`src/rtl/desc_dma_pkg.sv`:
```
package desc_dma_pkg;
  localparam int WORD_W    = 32;
  localparam int IDX_W     = 3;
  localparam int FETCH_CNT = 5;            // descriptor words actually read
  localparam int DCTL_INTEN = 4;           // interrupt enable in descriptor control

  // descriptor word offsets consumed by the datapath
  localparam logic [IDX_W-1:0] W_NEXT = 3'd0;
  localparam logic [IDX_W-1:0] W_SRC  = 3'd1;
  localparam logic [IDX_W-1:0] W_DST  = 3'd3;
  localparam logic [IDX_W-1:0] W_CNT  = 3'd4;
  localparam logic [IDX_W-1:0] W_DCTL = 3'd5;

  typedef enum logic [2:0] {
    ST_IDLE, ST_FOLLOW, ST_FETCH, ST_CHECK, ST_READ, ST_WRITE, ST_DONE, ST_RESUME
  } dmaState_t;

  typedef enum logic [1:0] {SEL_DESC, SEL_SRC, SEL_DST} addrSel_t;

  typedef struct packed {
    logic             ldCur;      // current descriptor <- next descriptor
    logic             fetchLd;    // load descriptor word wordOff from read data
    logic [IDX_W-1:0] wordOff;    // descriptor word being addressed
    logic             rdLatch;    // capture source word
    logic             advance;    // step addresses, shrink count
    logic             setEot;
    logic             setEoc;
    logic [3:0]       setErr;     // {count, dst write, src read, fetch}
    logic             clrResume;
    addrSel_t         addrSel;
  } dmaStrobe_t;

  // skip the upper-source word: fetch index 0,1,2,3,4 -> word 0,1,3,4,5
  function automatic logic [IDX_W-1:0] fetchWord(input logic [IDX_W-1:0] idx);
    return (idx < 3'd2) ? idx : idx + 3'd1;
  endfunction
endpackage

```
`src/rtl/desc_dma_ctrl.sv`:
```
module desc_dma_ctrl
  import desc_dma_pkg::*;
(
  input  logic       clk,
  input  logic       rstN,
  input  logic       enable,
  input  logic       startReq,
  input  logic       resumePend,
  input  logic       nextZero,
  input  logic       cntZero,
  input  logic       cntLast,
  input  logic       cntBad,
  input  logic       memAck,
  input  logic       memErr,
  output logic       memReq,
  output logic       memWe,
  output logic       busy,
  output dmaStrobe_t stb
);
  localparam logic [IDX_W-1:0] IDX_LAST = IDX_W'(FETCH_CNT - 1);

  dmaState_t stateQ, stateD;
  logic [IDX_W-1:0] idxQ, idxD;

  always_ff @(posedge clk) begin
    if (!rstN) begin
      stateQ <= ST_IDLE;
      idxQ   <= '0;
    end else begin
      stateQ <= stateD;
      idxQ   <= idxD;
    end
  end

  always_comb begin
    stateD = stateQ;
    idxD   = idxQ;
    stb    = '0;
    stb.addrSel = SEL_DESC;
    memReq = 1'b0;
    memWe  = 1'b0;
    unique case (stateQ)
      ST_IDLE: begin
        if (startReq) stateD = ST_FOLLOW;
        else if (enable && resumePend) begin
          stb.clrResume = 1'b1;
          stateD = ST_RESUME;
        end
      end
      ST_FOLLOW: begin
        if (nextZero) begin
          stb.setEoc = 1'b1;
          stateD = ST_IDLE;
        end else if (!enable) stateD = ST_IDLE;
        else begin
          stb.ldCur = 1'b1;
          stb.clrResume = 1'b1;
          idxD = '0;
          stateD = ST_FETCH;
        end
      end
      ST_FETCH: begin
        memReq = 1'b1;
        stb.wordOff = fetchWord(idxQ);
        if (memAck) begin
          if (memErr) begin
            stb.setErr[0] = 1'b1;
            stateD = ST_IDLE;
          end else begin
            stb.fetchLd = 1'b1;
            idxD = idxQ + 1'b1;
            if (idxQ == IDX_LAST) stateD = ST_CHECK;
          end
        end
      end
      ST_CHECK: begin
        if (cntBad) begin
          stb.setErr[3] = 1'b1;
          stateD = ST_IDLE;
        end else if (cntZero) stateD = ST_DONE;
        else stateD = ST_READ;
      end
      ST_READ: begin
        memReq = 1'b1;
        stb.addrSel = SEL_SRC;
        if (memAck) begin
          if (memErr) begin
            stb.setErr[1] = 1'b1;
            stateD = ST_IDLE;
          end else begin
            stb.rdLatch = 1'b1;
            stateD = ST_WRITE;
          end
        end
      end
      ST_WRITE: begin
        memReq = 1'b1;
        memWe  = 1'b1;
        stb.addrSel = SEL_DST;
        if (memAck) begin
          if (memErr) begin
            stb.setErr[2] = 1'b1;
            stateD = ST_IDLE;
          end else begin
            stb.advance = 1'b1;
            if (cntLast) stateD = ST_DONE;
            else if (!enable) stateD = ST_IDLE;
            else stateD = ST_READ;
          end
        end
      end
      ST_DONE: begin
        stb.setEot = 1'b1;
        if (nextZero && resumePend) begin
          stb.clrResume = 1'b1;
          stateD = ST_RESUME;
        end else stateD = ST_FOLLOW;
      end
      ST_RESUME: begin
        memReq = 1'b1;
        stb.wordOff = W_NEXT;
        if (memAck) begin
          if (memErr) begin
            stb.setErr[0] = 1'b1;
            stateD = ST_IDLE;
          end else begin
            stb.fetchLd = 1'b1;
            stateD = ST_FOLLOW;
          end
        end
      end
      default: stateD = ST_IDLE;
    endcase
  end

  assign busy = (stateQ != ST_IDLE);
endmodule

```
`src/rtl/desc_dma_dpath.sv`:
```
module desc_dma_dpath
  import desc_dma_pkg::*;
#(
  parameter int REG_AW    = 6,
  parameter int MAX_BYTES = 16777216
) (
  input  logic              clk,
  input  logic              rstN,
  input  logic              regWrEn,
  input  logic [REG_AW-1:0] regAddr,
  input  logic [WORD_W-1:0] regWrData,
  output logic [WORD_W-1:0] regRdData,
  input  dmaStrobe_t        stb,
  input  logic              busy,
  input  logic [WORD_W-1:0] memRData,
  output logic [WORD_W-1:0] memAddr,
  output logic [WORD_W-1:0] memWData,
  output logic              irq,
  output logic              enable,
  output logic              startReq,
  output logic              resumePend,
  output logic              nextZero,
  output logic              cntZero,
  output logic              cntLast,
  output logic              cntBad,
  output logic [WORD_W-1:0] statusVec
);
  localparam logic [REG_AW-1:0] OFF_CTRL = REG_AW'(8'h00);
  localparam logic [REG_AW-1:0] OFF_STAT = REG_AW'(8'h04);
  localparam logic [REG_AW-1:0] OFF_CUR  = REG_AW'(8'h0C);
  localparam logic [REG_AW-1:0] OFF_NEXT = REG_AW'(8'h10);
  localparam logic [REG_AW-1:0] OFF_CNT  = REG_AW'(8'h20);
  localparam logic [REG_AW-1:0] OFF_DCTL = REG_AW'(8'h24);
  localparam logic [WORD_W-1:0] MAX_CNT  = WORD_W'(MAX_BYTES);

  logic [WORD_W-1:0] curQ, nextQ, srcQ, dstQ, cntQ, dctlQ, dataQ;
  logic enableQ, resumeQ, eotQ, eocQ, eotIrqQ;
  logic [3:0] errQ, errClr;
  logic ctrlWr, stsWr, clrEot, clrEoc;

  assign ctrlWr = regWrEn && (regAddr == OFF_CTRL);
  assign stsWr  = regWrEn && (regAddr == OFF_STAT);
  assign clrEot = stsWr && regWrData[9];
  assign clrEoc = stsWr && regWrData[8];
  assign errClr = {4{stsWr}} & {regWrData[5], regWrData[3], regWrData[2], regWrData[1]};

  always_ff @(posedge clk) begin
    if (!rstN) begin
      enableQ <= 1'b0; resumeQ <= 1'b0;
      curQ <= '0; nextQ <= '0; srcQ <= '0; dstQ <= '0;
      cntQ <= '0; dctlQ <= '0; dataQ <= '0;
      eotQ <= 1'b0; eocQ <= 1'b0; eotIrqQ <= 1'b0; errQ <= '0;
    end else begin
      if (ctrlWr) enableQ <= regWrData[0];
      if (ctrlWr && regWrData[0] && regWrData[1]) resumeQ <= 1'b1;
      else if (stb.clrResume || (ctrlWr && !regWrData[0])) resumeQ <= 1'b0;
      if (stb.ldCur) curQ <= nextQ;
      if (stb.fetchLd) begin
        unique case (stb.wordOff)
          W_NEXT:  nextQ <= memRData;
          W_SRC:   srcQ  <= memRData;
          W_DST:   dstQ  <= memRData;
          W_CNT:   cntQ  <= memRData;
          W_DCTL:  dctlQ <= memRData;
          default: ;
        endcase
      end else if (regWrEn && (regAddr == OFF_NEXT)) nextQ <= regWrData;
      if (stb.rdLatch) dataQ <= memRData;
      if (stb.advance) begin
        srcQ <= srcQ + WORD_W'(4);
        dstQ <= dstQ + WORD_W'(4);
        cntQ <= cntQ - WORD_W'(4);
      end
      eotQ    <= (eotQ & ~clrEot) | stb.setEot;
      eotIrqQ <= (eotIrqQ & ~clrEot) | (stb.setEot & dctlQ[DCTL_INTEN]);
      eocQ    <= (eocQ & ~clrEoc) | stb.setEoc;
      errQ    <= (errQ & ~errClr) | stb.setErr;
    end
  end

  always_comb begin
    statusVec     = '0;
    statusVec[10] = busy;
    statusVec[9]  = eotQ;
    statusVec[8]  = eocQ;
    statusVec[5]  = errQ[3];
    statusVec[3]  = errQ[2];
    statusVec[2]  = errQ[1];
    statusVec[1]  = errQ[0];
  end

  always_comb begin
    unique case (regAddr)
      OFF_CTRL: regRdData = {{(WORD_W-1){1'b0}}, enableQ};
      OFF_STAT: regRdData = statusVec;
      OFF_CUR:  regRdData = curQ;
      OFF_NEXT: regRdData = nextQ;
      OFF_CNT:  regRdData = cntQ;
      OFF_DCTL: regRdData = dctlQ;
      default:  regRdData = '0;
    endcase
  end

  always_comb begin
    unique case (stb.addrSel)
      SEL_SRC: memAddr = srcQ;
      SEL_DST: memAddr = dstQ;
      default: memAddr = curQ + (WORD_W'(stb.wordOff) << 2);
    endcase
  end

  assign memWData   = dataQ;
  assign irq        = eotIrqQ | (|errQ);
  assign enable     = enableQ;
  assign startReq   = ctrlWr && regWrData[0] && !enableQ;
  assign resumePend = resumeQ;
  assign nextZero   = (nextQ == '0);
  assign cntZero    = (cntQ == '0);
  assign cntLast    = (cntQ == WORD_W'(4));
  assign cntBad     = (cntQ[1:0] != 2'b00) || (cntQ > MAX_CNT);
endmodule

```
`src/rtl/desc_dma_chan.sv`:
```
module desc_dma_chan
  import desc_dma_pkg::*;
#(
  parameter int REG_AW    = 6,
  parameter int MAX_BYTES = 16777216
) (
  input  logic              clk,
  input  logic              rstN,
  input  logic              regWrEn,
  input  logic [REG_AW-1:0] regAddr,
  input  logic [31:0]       regWrData,
  output logic [31:0]       regRdData,
  output logic              memReq,
  output logic              memWe,
  output logic [31:0]       memAddr,
  output logic [31:0]       memWData,
  input  logic [31:0]       memRData,
  input  logic              memAck,
  input  logic              memErr,
  output logic              irq
);
  dmaStrobe_t stbW;
  logic busyW, enableW, startW, resumeW, nextZeroW, cntZeroW, cntLastW, cntBadW;
  logic [31:0] statusW;

  desc_dma_ctrl u_ctrl (
    .clk(clk), .rstN(rstN), .enable(enableW), .startReq(startW),
    .resumePend(resumeW), .nextZero(nextZeroW), .cntZero(cntZeroW),
    .cntLast(cntLastW), .cntBad(cntBadW), .memAck(memAck), .memErr(memErr),
    .memReq(memReq), .memWe(memWe), .busy(busyW), .stb(stbW)
  );

  desc_dma_dpath #(.REG_AW(REG_AW), .MAX_BYTES(MAX_BYTES)) u_dpath (
    .clk(clk), .rstN(rstN), .regWrEn(regWrEn), .regAddr(regAddr),
    .regWrData(regWrData), .regRdData(regRdData), .stb(stbW), .busy(busyW),
    .memRData(memRData), .memAddr(memAddr), .memWData(memWData), .irq(irq),
    .enable(enableW), .startReq(startW), .resumePend(resumeW),
    .nextZero(nextZeroW), .cntZero(cntZeroW), .cntLast(cntLastW),
    .cntBad(cntBadW), .statusVec(statusW)
  );
endmodule

```
`config.mk`:
```
export PLATFORM = sky130hd
export DESIGN_NAME = desc_dma_chan
export DESIGN_NICKNAME = d
export VERILOG_FILES = /design/src/rtl/desc_dma_pkg.sv /design/src/rtl/desc_dma_ctrl.sv /design/src/rtl/desc_dma_dpath.sv /design/src/rtl/desc_dma_chan.sv
export SDC_FILE = /design/constraint.sdc
export NUM_CORES = 1
export LEC_CHECK = 0
export BUFFER_PORTS_ARGS = -buffer_cell sky130_fd_sc_hd__buf_2
export CAP_MARGIN = 20
export CORE_ASPECT_RATIO = 0.75
export CORE_MARGIN = 2
export CORE_UTILIZATION = 58
export CTS_CLUSTER_SIZE = 12
export DETAILED_ROUTE_END_ITERATION = 16
export HOLD_SLACK_MARGIN = 0.12
export PLACE_DENSITY = 0.83
export SLEW_MARGIN = 25
export SYNTH_ARGS = -nofsm -noshare
export SYNTH_HDL_FRONTEND = slang
export SYNTH_SLANG_ARGS = --single-unit
```
`constraint.sdc`:
```
create_clock -name clk -period 4.75 [get_ports clk]
set_clock_uncertainty 0.1 [all_clocks]
set_input_delay 0.95 -clock clk [delete_from_list [all_inputs] [get_ports clk]]
set_output_delay 0.95 -clock clk [all_outputs]
set_load 0.02 [all_outputs]
```
# Word level (Yosys, flattened, before mapping)
# Index checks and enable logic that the tools add are counted.
word_totals:
  ff_bits: 239
  word_cells: 171
  in_bits: 75
  output_inout_bits: 99
classes:
  n_addsub: 5
  order_cmp: 2
  reduce_logical: 39
  bitwise_logic: 14
  n_eq_ne: 30
  n_mux: 66
ops:
  columns: ["operator", "count"]
  rows:
  - ["two-way mux 32 bit", 12]
  - ["one-hot mux 32 bit (6 select lines)", 1]
  - ["adder 32 x 3 -> 32 bit (second input constant)", 2]
  - ["logical NOT 32 bit", 2]
  - ["one-hot mux 32 bit (2 select lines)", 1]
  - ["two-way mux 3 bit", 19]
  - ["adder 32 x 5 -> 32 bit", 1]
  - ["equality test 32 x 3 -> 1 bit (second input constant)", 1]
  - ["greater-than comparator 32 x 25 -> 1 bit (second input constant)", 1]
  - ["subtractor 32 x 3 -> 32 bit (second input constant)", 1]
  - ["two-way mux 1 bit", 25]
  - ["one-hot mux 3 bit (8 select lines)", 1]
  - ["equality test 3 bit (second input constant)", 7]
  - ["nonzero test 2 bit", 8]
  - ["equality test 6 bit (second input constant)", 2]
  - ["!= test 2 bit (second input constant)", 6]
  - ["logical AND 1 bit", 11]
  - ["AND reduction 2 bit", 5]
  - ["equality test 3 x 2 -> 1 bit (second input constant)", 3]
  - ["bitwise AND 4 bit", 2]
  - ["one-hot mux 4 bit (2 select lines)", 1]
  - ["OR reduction 4 bit", 2]
  - ["equality test 3 x 1 -> 1 bit (second input constant)", 2]
  - ["equality test 6 x 3 -> 1 bit (second input constant)", 1]
  - ["25 further kinds", 39]

# Logic depth before layout (Yosys ltp)
logic_depth:
  word_depth: 9
  mapped_depth: 12
  mapped_depth_nobuf: 11

# Hierarchy
# Synthesis repeated with hierarchy kept, for this count alone.
hier_totals:
  hier_cells: 1701
  hier_area_um2: 13919.6
modules_own_cells:
  columns: ["module", "seq_area_each_um2", "instances", "cells_each", "area_per_inst_um2"]
  rows:
  - ["desc_dma_dpath", 4664.5, 1, 1595, 13178.9]
  - ["desc_dma_ctrl", 120.1, 1, 106, 740.7]

# Least setup slack after synthesis
# OpenSTA, ideal clock, no wires.
synth_timing:
  path_type: "reg2out"
  from: "register u_ctrl.stateQ[2]"
  to: "output port memAddr[26]"
  stages_incl_launch_ff: 11
  arrival_time_ps: 3190
  n_path_buf: 1
  setup_slack_ps: 510
  required_ps: 3700
  path_cell_list: "dfxtp_1 -> or3b_1 -> clkbuf_1 -> nor2_1 -> fa_1 -> a21o_1 -> nor3b_1 -> and3_1 -> nand4_1 -> xor2_1 -> a21oi_1"
synth_between:
  elab_chain_cells: 4
  word_cells_on_any_way: 10
  cone_classes: "add/sub (1); eq/ne (6); mux (3)"
synth_lines:
  columns: ["element", "line_no", "text"]
  rows:
  - ["start, declared", "desc_dma_ctrl.sv:22", "dmaState_t stateQ, stateD;"]
  - ["start signal, assigned", "desc_dma_ctrl.sv:30", "stateQ <= stateD;"]
  - ["equality test 3 bit / equality test 3 x 2 -> 1 bit (equally long branches)", "desc_dma_ctrl.sv:42", "unique case (stateQ)"]
  - ["one-hot mux 4 bit (2 select lines) / one-hot mux 2 bit (2 select lines) (equally long branches)", "desc_dma_ctrl.sv:42", null]
  - ["adder 32 x 5 -> 32 bit, or another cell as far along", "desc_dma_dpath.sv:108", "default: memAddr = curQ + (WORD_W'(stb.wordOff) << 2);"]
  - ["one-hot mux 32 bit (2 select lines) *", "desc_dma_dpath.sv:105", "unique case (stb.addrSel)"]
  - ["end, declared", "desc_dma_chan.sv:15", "output logic [31:0] memAddr,"]
# Every way passes the cells marked *; elsewhere a longest branch is shown, timed or not.

# Final worst setup path
layout_timing:
  from: "register u_ctrl.stateQ[1]"
  to: "output port memAddr[25]"
# The elaborated chain is that of the path after synthesis.

==> summary.txt <==
die footprint: 0.0233 mm²
leak pwr: 0.00592 µW
nets@finish: 1,873
CP startpoint kind: flop
CTS tree: built
synth cell count leaders: nand2_1, dfxtp_1, a21oi_1, nor2_1, clkbuf_1
worst hold-check path type: flop to flop
Power Total: 5830 µW
Sw Pwr: 2160 µW
max-slew violation count: 0
final setup TNS: 0 ns
slew margin rel.: 34.2%
Vias: 13,989
dpl cells: 2,049
Seq pwr share: 37.5%
vias in the first global route: 12,224
gr ovfl total: 0
synth warn: 0
# H-tree levels: 1
initial antenna violation count: 0
switching share of power: 37.0%
drt wl/cell: 22.2 µm
DR top layer: met4
core area: 0.0219 mm²
Least-Margin Pin Slew: 0.988 ns
Synth Flop Type: dfxtp_1
Synth area leader: dfxtp_1
Clock transition at path regs: 0.06 ns
VDD IR max: 0.246 mV
Final ANT Viol Nets: 0
internal power: 3670 µW
Initial Utilization: 58.5%
Data required, critical path: 3.70 ns
critical path fanouts, max: 11
Clk pwr share: 31.6%
fin crit share: 96.7%
reg2reg setup slack: 1.49 ns
Placer Congestion: 0.970
Fmax: 0.218 GHz
most common cell in the netlist: nand2_1
number of max-cap violations: 0
first-pass GRT wire length: 69,800 µm
status: complete, no violations
Cell Area, Synth: 0.0128 mm²
IO Count: 174
M1 wire length: 19,200 µm
asr flop ratio synth: 0%
HPWL Detailed: 32,200 µm
RSZ-0062 raised after global routing: false
drt drc: 0
drt first pass iters: 6
synth top area cells: dfxtp_1, a21oi_1, nand2_1
synth unique cells: 68
Mean Syn Cell Area: 7.69 µm²
top-area cell type share of the netlist area: 37.4%
Crit Path Class: flop to output port
Chip Width: 175 µm
port bufs: 173
Yosys reg bits: 239
Gate Count Post-Synth: 1,664
Cell Pwr Density: 397 mW/mm²
worst hold slack: 0.351 ns
Fin. Hold Viols: 0
Layout area overhead: 14.8%
deepest clock path buffer count: 3
metal2 WL: 19,700 µm
row count: 47
final WL: 46,400 µm
Die Y: 133 µm
CTS root buffer: clkbuf_16
Tmin final: 4.59 ns
met3 wire len: 6210 µm
Final setup viols: 0
Setup crit end kind: output port
post-route insts no fill: 2,090
Post-synth EDFFs: 0
clock buffer count from CTS: 25
GR Util All Layers: 38.1%
Post-Syn Nets: 1,753
TritonCTS Sinks: 239
sequential fraction of the synthesis area: 37.4%
DR vias/cell: 6.69
CP arrival: 3.54 ns
Skew-Pair Late Insertion Delay: 0.54 ns
fraction of layout instances using a drive strength above 1: 15.3%
combinational power share: 30.9%
initial DRC count: 2,043
diodes inserted: 0
largest net degree at the start of global routing: 111
sequential cells by signal (all words and copies together), names as in the netlist:
name and cells:
u_dpath.dstQ 32, u_ctrl.stateQ 3, u_dpath.nextQ 32, u_dpath.errQ 4
u_dpath.eocQ 1, u_dpath.srcQ 32, u_dpath.eotQ 1, u_dpath.curQ 32
u_dpath.cntQ 32, u_ctrl.idxQ 3, u_dpath.eotIrqQ 1, u_dpath.resumePend 1
u_dpath.memWData 32, u_dpath.dctlQ 32, u_dpath.enable 1
placed cells by master (no fill, tap or decap), types with 8 or more instances in the layout:
master	synthesis	routed
nor3_1	36	34
a211oi_1	41	41
o21ai_0	38	38
a31oi_1	17	17
nor2_1	174	173
xnor2_1	17	17
a22oi_1	62	62
clkbuf_16	0	25
nand2b_1	9	9
nand3_1	64	64
ha_1	13	13
nor4_1	29	27
dfxtp_1	239	239
a32oi_1	14	14
a221oi_1	30	30
nand4_1	36	36
mux2i_1	74	74
xor2_1	18	18
buf_2	4	173
o211ai_1	8	8
a2bb2oi_1	10	10
or3_1	12	12
and3_1	15	15
buf_4	0	37
nand2_1	262	262
inv_1	26	26
a21oi_1	203	203
stage by stage:
stage	instance area, µm²	util (%)	worst slack [ns]
after CTS	14700	67.0	0.0162
after detailed placement	13900	63.6	0.365
after floorplan	12800	-	0.510
final	14700	67.1	0.156
after global routing	14700	67.1	0.00761
after global placement	13900	63.6	0.470
power by group through the flow:
| stage | clock network [µW] | registers, µW | logic, µW |
|---|---|---|---|
| after floorplan | 0 | 2200 | 1130 |
| after global placement | 0 | 2220 | 1740 |
| final | 1840 | 2190 | 1800 |
| after CTS | 1830 | 2180 | 1760 |
| after detailed placement | 0 | 2230 | 1750 |
| after global routing | 1910 | 2200 | 1890 |
metal layers:
layer	global-route usage (%)	up-vias
li1	-	6332
met1	56.5	6569
met2	55.9	973
met3	7.44	115
met4	11.1	0
met5	0	-
critical path: stages, from the launching register on:
cell and delay [ns]:
dfxtp_1 0.48, or3b_1 0.51, nor2_1 0.25, buf_4 0.24, ha_1 0.25, a21o_1 0.17, a21o_1 0.30, nand4_1 0.12
buf_4 0.15, nor2_1 0.06, xnor2_1 0.11, a21oi_1 0.19, buf_2 0.20
logic make-up (layout without fill, tap and decap cells):
| family | after synthesis | count (layout) | synth area share (%) |
|---|---|---|---|
| AOI/OAI and AO/OA | 470 | 470 | 23.8 |
| xor gates and xnor gates | 35 | 35 | 2.40 |
| adders and majority gates | 14 | 14 | 1.43 |
| buffers and inverters | 146 | 278 | 4.32 |
| DFF | 239 | 239 | 37.4 |
| muxes | 79 | 79 | 6.23 |
| and+or+nand+nor | 681 | 681 | 24.4 |
layout make-up:
class                           count  area, µm²
Timing Repair Buffer              211       1160
Fill cell                        1939       7190
Sequential cell                   239       4780
Multi-Input combinational cell   1279       7530
Inverter                           28        110
Clock buffer                       34        699
Clock inverter                      5       28.8
Tap cell                          294        368
repair_timing:
item                                    in CTS  in global routing
endpoints found under the setup margin      10                 15
buffers inserted                             0                  2
pin swaps                                    0                  1
gates resized for setup                      1                  3
hold buffers                                 0                  0
final timing paths:
path	from	endpoint	cells past startpoint
worst min register to register	u_dpath.dctlQ[6]$_SDFFE_PN0P_	u_dpath.dctlQ[6]$_SDFFE_PN0P_	2
worst max-delay path	u_ctrl.stateQ[1]$_SDFFE_PN0P_	memAddr[25]	12
worst min-delay path	u_dpath.dctlQ[6]$_SDFFE_PN0P_	u_dpath.dctlQ[6]$_SDFFE_PN0P_	2
worst max register to register	u_ctrl.stateQ[2]$_SDFFE_PN0P_	u_dpath.srcQ[15]$_SDFFE_PN0P_	9
Power figures use the tool's default switching activity.
